==> src/rtl/subtone_pkg.sv <==
package subtone_pkg;

  localparam int TONE_CODE_W  = 6;
  localparam int NUM_TONES    = 38;
  localparam int BURST_TENTHS = 17500;

  typedef struct packed {
    logic                   latch;
    logic                   restart;
    logic                   burst;
    logic [TONE_CODE_W-1:0] code;
  } ctrl_t;

  // Tone frequency in tenths of a hertz for a tone number, 0 when unused.
  function automatic int toneTenths(input int idx);
    case (idx)
      1:  return 670;   2:  return 719;   3:  return 744;   4:  return 770;
      5:  return 797;   6:  return 825;   7:  return 854;   8:  return 885;
      9:  return 915;   10: return 948;   11: return 974;   12: return 1000;
      13: return 1035;  14: return 1072;  15: return 1109;  16: return 1148;
      17: return 1188;  18: return 1230;  19: return 1273;  20: return 1318;
      21: return 1365;  22: return 1413;  23: return 1462;  24: return 1514;
      25: return 1567;  26: return 1622;  27: return 1679;  28: return 1738;
      29: return 1799;  30: return 1862;  31: return 1928;  32: return 2035;
      33: return 2107;  34: return 2181;  35: return 2257;  36: return 2336;
      37: return 2418;  38: return 2503;
      default: return 0;
    endcase
  endfunction

  // Rounded half-period count in reference cycles.
  function automatic int halfCount(input int refHz, input int tenths);
    return (refHz * 10 + tenths) / (2 * tenths);
  endfunction

  function automatic int cntWidth(input int refHz);
    return $clog2(halfCount(refHz, toneTenths(1)) + 1);
  endfunction

  function automatic logic codeOk(input logic [TONE_CODE_W-1:0] code);
    return (code != '0) && (int'(code) <= NUM_TONES);
  endfunction

endpackage

==> src/rtl/subtone_ctrl.sv <==
module subtone_ctrl
  import subtone_pkg::*;
#(
  parameter int SYNC_STAGES = 2
) (
  input  logic  clk,
  input  logic  rst,
  input  logic  serData,
  input  logic  serClk,
  input  logic  serLatch,
  input  logic  toneKey,
  output ctrl_t strobe
);

  localparam int NIN = 4;
  localparam int IDX_DATA  = 0;
  localparam int IDX_CLK   = 1;
  localparam int IDX_LATCH = 2;
  localparam int IDX_KEY   = 3;

  logic [NIN-1:0]         syncPipe [SYNC_STAGES];
  logic [NIN-1:0]         syncPrev;
  logic [NIN-1:0]         syncCur;
  logic [TONE_CODE_W-1:0] shiftReg;
  logic                   clkRise;

  assign syncCur = syncPipe[SYNC_STAGES-1];
  assign clkRise = syncCur[IDX_CLK] & ~syncPrev[IDX_CLK];

  always_ff @(posedge clk) begin
    if (rst) begin
      for (int i = 0; i < SYNC_STAGES; i++) syncPipe[i] <= '0;
      syncPrev <= '0;
      shiftReg <= '0;
    end else begin
      syncPipe[0] <= {toneKey, serLatch, serClk, serData};
      for (int i = 1; i < SYNC_STAGES; i++) syncPipe[i] <= syncPipe[i-1];
      syncPrev <= syncCur;
      if (clkRise) shiftReg <= {shiftReg[TONE_CODE_W-2:0], syncCur[IDX_DATA]};
    end
  end

  always_comb begin
    strobe.latch   = syncCur[IDX_LATCH] & ~syncPrev[IDX_LATCH];
    strobe.restart = syncCur[IDX_KEY] ^ syncPrev[IDX_KEY];
    strobe.burst   = syncCur[IDX_KEY];
    strobe.code    = shiftReg;
  end

endmodule

==> src/rtl/subtone_dp.sv <==
module subtone_dp
  import subtone_pkg::*;
#(
  parameter int REF_HZ = 3579545
) (
  input  logic                          clk,
  input  logic                          rst,
  input  ctrl_t                         strobe,
  output logic                          toneOut,
  output logic                          sendN,
  output logic [cntWidth(REF_HZ)-1:0]   cntOut,
  output logic [TONE_CODE_W-1:0]        codeOut
);

  localparam int CNT_W      = cntWidth(REF_HZ);
  localparam int BURST_HALF = halfCount(REF_HZ, BURST_TENTHS);
  localparam int ROM_DEPTH  = 1 << TONE_CODE_W;

  logic [CNT_W-1:0]       halfRom [ROM_DEPTH];
  logic [CNT_W-1:0]       cnt;
  logic [TONE_CODE_W-1:0] activeCode;
  logic [TONE_CODE_W-1:0] pendCode;
  logic                   pendValid;
  logic                   running;

  // Half-period table, folded to constants at elaboration.
  for (genvar g = 0; g < ROM_DEPTH; g++) begin : g_rom
    if (g >= 1 && g <= NUM_TONES) begin : g_used
      assign halfRom[g] = CNT_W'(halfCount(REF_HZ, toneTenths(g)));
    end else begin : g_unused
      assign halfRom[g] = '0;
    end
  end

  logic [TONE_CODE_W-1:0] candCode;
  logic                   candNew;
  logic                   candValid;
  logic [CNT_W-1:0]       candLoad;
  logic [CNT_W-1:0]       burstLoad;

  always_comb begin
    candCode  = strobe.latch ? strobe.code : (pendValid ? pendCode : activeCode);
    candNew   = strobe.latch | pendValid;
    candValid = codeOk(candCode);
    candLoad  = halfRom[candCode] - CNT_W'(1);
    burstLoad = CNT_W'(BURST_HALF - 1);
  end

  always_ff @(posedge clk) begin
    if (rst) begin
      activeCode <= '0;
      pendCode   <= '0;
      pendValid  <= 1'b0;
      cnt        <= '0;
      running    <= 1'b0;
      toneOut    <= 1'b0;
      sendN      <= 1'b1;
    end else begin
      sendN <= ~strobe.burst;
      if (strobe.latch) begin
        pendCode  <= strobe.code;
        pendValid <= 1'b1;
      end
      if (strobe.restart) begin
        toneOut <= 1'b0;
        if (strobe.burst) begin
          running <= 1'b1;
          cnt     <= burstLoad;
        end else begin
          activeCode <= candCode;
          pendValid  <= 1'b0;
          running    <= candValid;
          cnt        <= candValid ? candLoad : '0;
        end
      end else if (!running) begin
        if (candNew) begin
          activeCode <= candCode;
          pendValid  <= 1'b0;
          running    <= candValid;
          cnt        <= candValid ? candLoad : '0;
          toneOut    <= 1'b0;
        end
      end else if (cnt == '0) begin
        if (strobe.burst) begin
          cnt     <= burstLoad;
          toneOut <= ~toneOut;
        end else begin
          activeCode <= candCode;
          pendValid  <= 1'b0;
          if (candValid) begin
            cnt     <= candLoad;
            toneOut <= ~toneOut;
          end else begin
            running <= 1'b0;
            toneOut <= 1'b0;
          end
        end
      end else begin
        cnt <= cnt - CNT_W'(1);
      end
    end
  end

  assign cntOut  = cnt;
  assign codeOut = activeCode;

endmodule

==> src/rtl/subtone_gen.sv <==
module subtone_gen
  import subtone_pkg::*;
#(
  parameter int REF_HZ      = 3579545,
  parameter int SYNC_STAGES = 2
) (
  input  logic clk,
  input  logic rst,
  input  logic serData,
  input  logic serClk,
  input  logic serLatch,
  input  logic toneKey,
  output logic toneOut,
  output logic sendN
);

  localparam int CNT_W      = cntWidth(REF_HZ);
  localparam int MAX_HALF   = halfCount(REF_HZ, toneTenths(1));
  localparam int BURST_HALF = halfCount(REF_HZ, BURST_TENTHS);

  ctrl_t                  ctrlStrobe;
  logic [CNT_W-1:0]       dpCnt;
  logic [TONE_CODE_W-1:0] dpCode;

  subtone_ctrl #(.SYNC_STAGES(SYNC_STAGES)) u_ctrl (
    .clk      (clk),
    .rst      (rst),
    .serData  (serData),
    .serClk   (serClk),
    .serLatch (serLatch),
    .toneKey  (toneKey),
    .strobe   (ctrlStrobe)
  );

  subtone_dp #(.REF_HZ(REF_HZ)) u_dp (
    .clk     (clk),
    .rst     (rst),
    .strobe  (ctrlStrobe),
    .toneOut (toneOut),
    .sendN   (sendN),
    .cntOut  (dpCnt),
    .codeOut (dpCode)
  );

endmodule

==> config.mk <==
export PLATFORM = sky130hd
export DESIGN_NAME = subtone_gen
export DESIGN_NICKNAME = d
export VERILOG_FILES = /design/src/rtl/subtone_pkg.sv /design/src/rtl/subtone_ctrl.sv /design/src/rtl/subtone_dp.sv /design/src/rtl/subtone_gen.sv
export SDC_FILE = /design/constraint.sdc
export NUM_CORES = 1
export LEC_CHECK = 0
export CAP_MARGIN = 20
export CORE_MARGIN = 5
export CORE_UTILIZATION = 42
export DETAILED_ROUTE_END_ITERATION = 7
export SETUP_SLACK_MARGIN = 0.15
export SYNTH_ARGS = -nofsm -noshare
export SYNTH_HDL_FRONTEND = slang
export SYNTH_SLANG_ARGS = --single-unit
==> constraint.sdc <==
create_clock -name clk -period 4.8 [get_ports clk]
set_clock_uncertainty 0.15 [all_clocks]
set_input_delay 0.48 -clock clk [delete_from_list [all_inputs] [get_ports clk]]
set_output_delay 0.48 -clock clk [all_outputs]
set_load 0.005 [all_outputs]
; Word level (Yosys, flattened, before mapping)
; Memory sizes are Yosys's and may differ from the RTL's.
; Index checks and enable logic that the tools add are counted.
[totals]
register_bits = 41
ramBits = 8
romBits = 960
in_bits = 6
output_inout_bits = 2
wordCells = 78
n_memories = 2
[memory_table]
columns = name, depth, width, rd, rd_ports_with_merged_regs, wr, line_no
row1 = (name not given), 64, 15, 1, 0, 0, subtone_dp.sv:45  ; candLoad = halfRom[candCode] - CNT_W'(1);
row2 = u_ctrl.syncPipe, 2, 4, 2, 0, 2, subtone_ctrl.sv:21  ; logic [NIN-1:0] syncPipe [SYNC_STAGES];
[op_classes]
addsub = 2
order_cmp = 2
n_eq_ne = 3
n_mux = 40
bitwise = 11
n_reduce_logical = 9
[op_table]
columns = op, count
row1 = 15-bit two-way mux, 10
row2 = 6-bit two-way mux, 7
row3 = 15-bit by 1-bit subtractor with 15-bit output (second input constant), 2
row4 = 1-bit two-way mux, 21
row5 = 15-bit logical NOT, 1
row6 = 4-bit two-way mux, 2
row7 = 7-bit >= comparator (second input constant), 1
row8 = 6-bit NOT with 7-bit output, 1
row9 = 6-bit less-or-equal comparator (second input constant), 1
row10 = 2-bit AND reduction, 3
row11 = 6-bit nonzero test, 1
row12 = 5-bit inequality test (second input constant), 1
row13 = 1-bit NOT, 4
row14 = 3-bit inequality test (second input constant), 1
row15 = 1-bit OR, 3
row16 = 3-bit nonzero test, 1
row17 = 1-bit AND, 2
row18 = 2-bit inequality test (second input constant), 1
row19 = 2-bit nonzero test, 1
row20 = 2-bit OR reduction, 1
row21 = 1-bit logical AND, 1
row22 = 1-bit XOR, 1

; Logic depth before layout (Yosys ltp)
; Gate-level depths: netlist (run 1).
[depth]
ltp_word = 13
ltp_mapped = 17
depth_no_buf = 14

; Cells and area by module
; A second synthesis (run 1) with hierarchy kept.
[hier_totals]
cells_unflattened = 508
area_unflattened_um2 = 3963.8
[modules_own_cells]
columns = module, instances, cells_per_inst, area_each_um2, seq_area_each_um2
row1 = subtone_dp, 1, 461, 3398.3, 620.6
row2 = subtone_ctrl, 1, 47, 565.5, 340.3

; Least setup slack after synthesis (run 1)
; Ideal clock, no wire load.
[synth_timing]
path_kind = register -> register
startpoint = memory u_ctrl.syncPipe[1][2] (netlist: u_ctrl.syncPipe[0][6])
endpoint = register u_dp.cnt[7] (netlist: u_dp.cntOut[7])
setup_ns = 0.086
arrival_ns = 3.413
required_time_ns = 4.564
slack_ns = 1.151
path_stages_with_launch = 16
n_path_buf = 4
synth_period_minus_slack_ns = 3.649
cell_sequence = dfxtp_1 buf_4 nor2b_4 buf_6 o21a_1 ha_1 clkbuf_1 buf_1 nor3_1 nor4_1 o21ai_1 or3_1 or3_4 xnor2_2 o21ai_1 a221oi_2
[synth_lines]
columns = element, line_no
row1 = from (decl), subtone_ctrl.sv:21
row2 = to (signal assigned), subtone_dp.sv:68  ; cnt <= burstLoad;
row3 = to (signal assigned), subtone_dp.sv:73  ; cnt <= candValid ? candLoad : '0;
row4 = to (signal assigned), subtone_dp.sv:80  ; cnt <= candValid ? candLoad : '0;
row5 = to (decl), subtone_dp.sv:20  ; logic [CNT_W-1:0] cnt;

; Worst setup path in the final report (run 1)
[layout_timing]
startpoint = register u_dp.pendValid
endpoint = register u_dp.cnt[8] (netlist: u_dp.cntOut[8])
[layout_between]
elab_chain_cells = 12
elab_cells_between_ends = 22
classes_between = add/sub (1) / order compare (1) / eq/ne (1) / mux (12) / bitwise (2) / reduce/logical (4) / memory (1)
[layout_lines]
columns = element, line_no
row1 = from (decl), subtone_dp.sv:23  ; logic pendValid;
row2 = from (signal assigned), subtone_dp.sv:53  ; pendValid <= 1'b0;
row3 = from (signal assigned), subtone_dp.sv:62  ; pendValid <= 1'b1;
row4 = from (signal assigned), subtone_dp.sv:71  ; pendValid <= 1'b0;
row5 = 6-bit two-way mux (2 in series), subtone_dp.sv:42  ; candCode = strobe.latch ? strobe.code : (pendValid ? pendCode : activeCode);
row6 = 6-bit NOT with 7-bit output (not written as such), subtone_dp.sv:45
row7 = memory read 64 x 15 bit, --
row8 = 15-bit two-way mux (not written as such) (2 in series), subtone_dp.sv:45
row9 = 15-bit by 1-bit subtractor with 15-bit output, subtone_dp.sv:45
row10 = 15-bit two-way mux, subtone_dp.sv:90  ; if (candValid) begin
row11 = 15-bit two-way mux, subtone_dp.sv:84  ; if (strobe.burst) begin
row12 = 15-bit two-way mux, subtone_dp.sv:83  ; end else if (cnt == '0) begin
row13 = 15-bit two-way mux, subtone_dp.sv:75  ; end else if (!running) begin
row14 = 15-bit two-way mux, subtone_dp.sv:64  ; if (strobe.restart) begin
row15 = to (signal assigned), subtone_dp.sv:68
row16 = to (signal assigned), subtone_dp.sv:80
row17 = to (signal assigned), subtone_dp.sv:85  ; cnt <= burstLoad;
; Several ways; a longest one is shown, not always the timed one. The select of a mux whose other input is x is not followed.
; A chain may end at the register's enable or synchronous reset.

==> run_results.csv, run 1 <==
group,metric,value,unit
critical_path,crit_path_end,"u_dp.cntOut[8]",
cts,post_cts_buffers,0,
critical_path,r2r_start,"u_dp.pendValid",
yosys,synth_most_common_cell,"nor2_1",
floorplanning,core.rowCount,35,
critical_path,crit_start,"u_dp.pendValid",
timing,fin_setup_tns,0,ns
drt,avgViaCountPerCell,6.17,
yosys,synthFlopType,"dfxtp_1",
drt,ant_nets,0,
pwr,pwr_density_cell,276,nW/um2
drt,wl_met3,867,um
cts,clock_path_buffers,2,
placed_design,gp_congestion,0.937,
floorplanning,die_y,107,um
flow_run,maxCapViolations,0,
yosys,synth-seq-cells,48,
floorplanning,io_pins,8,
pwr,p_leak,1.44,nW
critical_path,worst-r2r-cell-count,13,
drt,top_layer,"met4",
critical_path,critPathLaunchType,"flop",
cells_and_area,drive_gt1_frac,0.0959,
cells_and_area,seq_area,961,um2
drt,drc,0,
global_route,overflow,0,
cts,ctsHoldBuffers,0,
floorplanning,initial_core_util,0.431,
cts,cts-root-buf,"clkbuf_8",
timing,setup_viol,0,
pwr,vdd.ir_drop.worst,0.214,mV
critical_path,crit_fanout,12,
floorplanning,coreArea,9240,um2
timing,relSlewSlack,0.366,
cells_and_area,post-route-util,0.459,
cts,htreeDepth,2,
drt,dr.pass1.iters,5,
cells_and_area,instances_no_fill,640,
worst_hold_path,hp-class,"reg2reg",
yosys,synthArstFlopShare,0,
yosys,syn_inst,522,
pwr,p_total,0.00117,W
critical_path,worst-setup-path-type,"reg2reg",
timing,hold_violations,0,
yosys,synth_nets,538,
yosys,synth-seq-area-share,0.241,
cells_and_area,area_delta_synth_final,6.41,%
global_route,grt_max_degree,48,
timing,slew_viol_final,0,
cts,clock_latency,0.30,ns
floorplanning,die_w,107,um
global_route,antenna_found_initial,0,
outcome,status,"finished clean",
cts,cts_resized,0,
timing,rsz0062_at_grt,"false",
drt,dr_wl_met2,5490,um
timing,worst_pin_slew,0.944,ns
drt,drt_wl_total,11800,um
timing,fin_crit_sh,0.872,
drt,vias,3948,
cts,clkTransAtPathRegs,0.10,ns
global_route,grt_pass1_wl,19200,um
global_route,grt_pass1_vias,3656,
cells_and_area,finish.net_count,526,
yosys,yosys-top-cells-count,"57 x nor2_1, 52 x nand2_1, 48 x dfxtp_1",
yosys,synthesis.area,3980,um2
critical_path,r2r_end,"u_dp.cntOut[8]",
drt,post_drt_wl_per_cell,18.4,um
cts,cts.sinks,48,
critical_path,worstPathArrival,4.24,ns
cts,cts_tree,"yes",
yosys,synth.area.top_cells,"dfxtp_1 24%, nor2_1 5.4%, a21oi_1 4.9%",
yosys,synth_top_area_cell,"dfxtp_1",
timing,period_needed,4.19,ns
placed_design,io_buffer_count,7,
yosys,synth-edff-count,0,
timing,max_freq,239,MHz
yosys,ys_types,81,
placed_design,dp_hpwl,8550,um
yosys,synth_top_area_share,0.241,
drt,wl_met1,5130,um
critical_path,setup.worst_path.end_class,"flop",
global_route,grt.total_usage,0.204,
cells_and_area,fill_cells,940,
yosys,ys_warn_count,0,
cells_and_area,multi_input_area,2750,um2
drt,first_iter_violations,359,
critical_path,reg2reg_slack,0.61,ns
critical_path,required,4.85,ns
floorplanning,die_area,11500,um2
yosys,avgSynthCellArea,7.63,um2
cells_and_area,n_antenna_cell,0,
placed_design,dp.cells,632,
cts,numCtsBuffers,5,
[worst min path at each step]
stage	from	cells after the start	to	slack (ns)
2_1_floorplan	u_ctrl.syncPipe[0][0]	1	u_ctrl.syncPipe[0][4]	0.26
4_1_cts	u_ctrl.syncPipe[0][3]	1	u_ctrl.syncPipe[0][7]	0.30
3_3_place_gp	u_ctrl.syncPipe[0][3]	1	u_ctrl.syncPipe[0][7]	0.27
3_5_place_dp	u_ctrl.syncPipe[0][3]	1	u_ctrl.syncPipe[0][7]	0.27
5_1_grt	u_ctrl.syncPipe[0][0]	1	u_ctrl.syncPipe[0][4]	0.32
6_report	u_ctrl.syncPipe[0][3]	1	u_ctrl.syncPipe[0][7]	0.29
[where the power goes]
group / total [W] / switching (W) / internal (W)
clock network: 0.000360 / 0.000150 / 0.000210
logic: 0.000375 / 0.000236 / 0.000139
registers: 0.000433 / 0.0000196 / 0.000413
total: 0.00117 / 0.000405 / 0.000762
[routing by layer]
metal	vias up	track usage
met5	-	0
met4	0	0.0595
met3	26	0.0348
met2	179	0.330
met1	1853	0.277
li1	1890	-
[state kept, by name, indices dropped and copies added, names as in the netlist]
| signal | count |
|---|---|
| u_dp.pendValid | 1 |
| u_ctrl.syncPrev | 3 |
| u_dp.pendCode | 6 |
| u_dp.toneOut | 1 |
| u_dp.sendN | 1 |
| u_ctrl.shiftReg | 6 |
| u_ctrl.syncPipe | 8 |
| u_dp.codeOut | 6 |
| u_dp.cntOut | 15 |
| u_dp.running | 1 |
[through the flow]
stage          instance area (um2)  hold slack, ns  setup slack [ns]
6_report                      4240           0.295             0.613
5_1_grt                       4240           0.316             0.332
4_1_cts                       4240           0.297             0.659
3_5_place_dp                  4100           0.274             0.666
3_3_place_gp                  4100           0.266             0.769
2_1_floorplan                 3980           0.264              1.15
[cell usage in the layout (no fill, tap or decap), drive strengths merged, types with 4 or more instances in the layout]
cell            n
a21oi          40
ha             10
o211ai         11
nand3b          8
or3             6
nor2           57
a22oi           4
nand3          14
o311ai          4
nand2          54
and3            4
o21a            7
inv            14
clkdlybuf4s50   7
xor2            7
clkbuf          5
o21ai          34
nor3           20
o31ai           5
a211oi         13
buf            15
dfxtp          48
nor4            5
xnor2          17
a31oi           8
o32ai           6
nor2b          14
mux2i          20
[kinds of logic (layout without fill, tap and decap cells)]
group | Yosys count | after routing | share of synthesized area
DFF | 48 | 48 | 0.241
muxes | 22 | 22 | 0.0591
and+or+nand+nor | 201 | 201 | 0.251
adders and majority gates | 10 | 10 | 0.0314
AOI/OAI and AO/OA | 163 | 163 | 0.293
buffers and inverters | 54 | 43 | 0.0691
xor gates and xnor gates | 24 | 24 | 0.0547
[cell type report]
| class | instances | area share |
|---|---|---|
| Clock buffer | 5 | 0.0162 |
| Clock inverter | 3 | 0.0162 |
| Inverter | 13 | 0.0115 |
| Multi-Input combinational cell | 420 | 0.648 |
| Sequential cell | 48 | 0.227 |
| Tap cell | 129 | 0.0381 |
| Timing Repair Buffer | 22 | 0.0431 |
[worst max-delay path: stages (launching register included)]
cell      delay [ns]
dfxtp_1         0.61
mux2i_1         0.23
o21a_1          0.33
inv_2           0.20
ha_1            0.37
a211oi_1        0.34
a211oi_1        0.09
o32ai_1         0.66
inv_1           0.12
and4_1          0.28
nand3_2         0.13
xnor2_1         0.18
o21ai_0         0.13
a32o_1          0.27
Power figures use the tool's default switching activity.
==> run 2: changes to the inputs <==
Settings changed: CAP_MARGIN 20 to unset, CTS_CLUSTER_SIZE set to 16.
==> results of run 2 <==
Same layout as run 1: the final DEF is identical, and so are final timing and power.
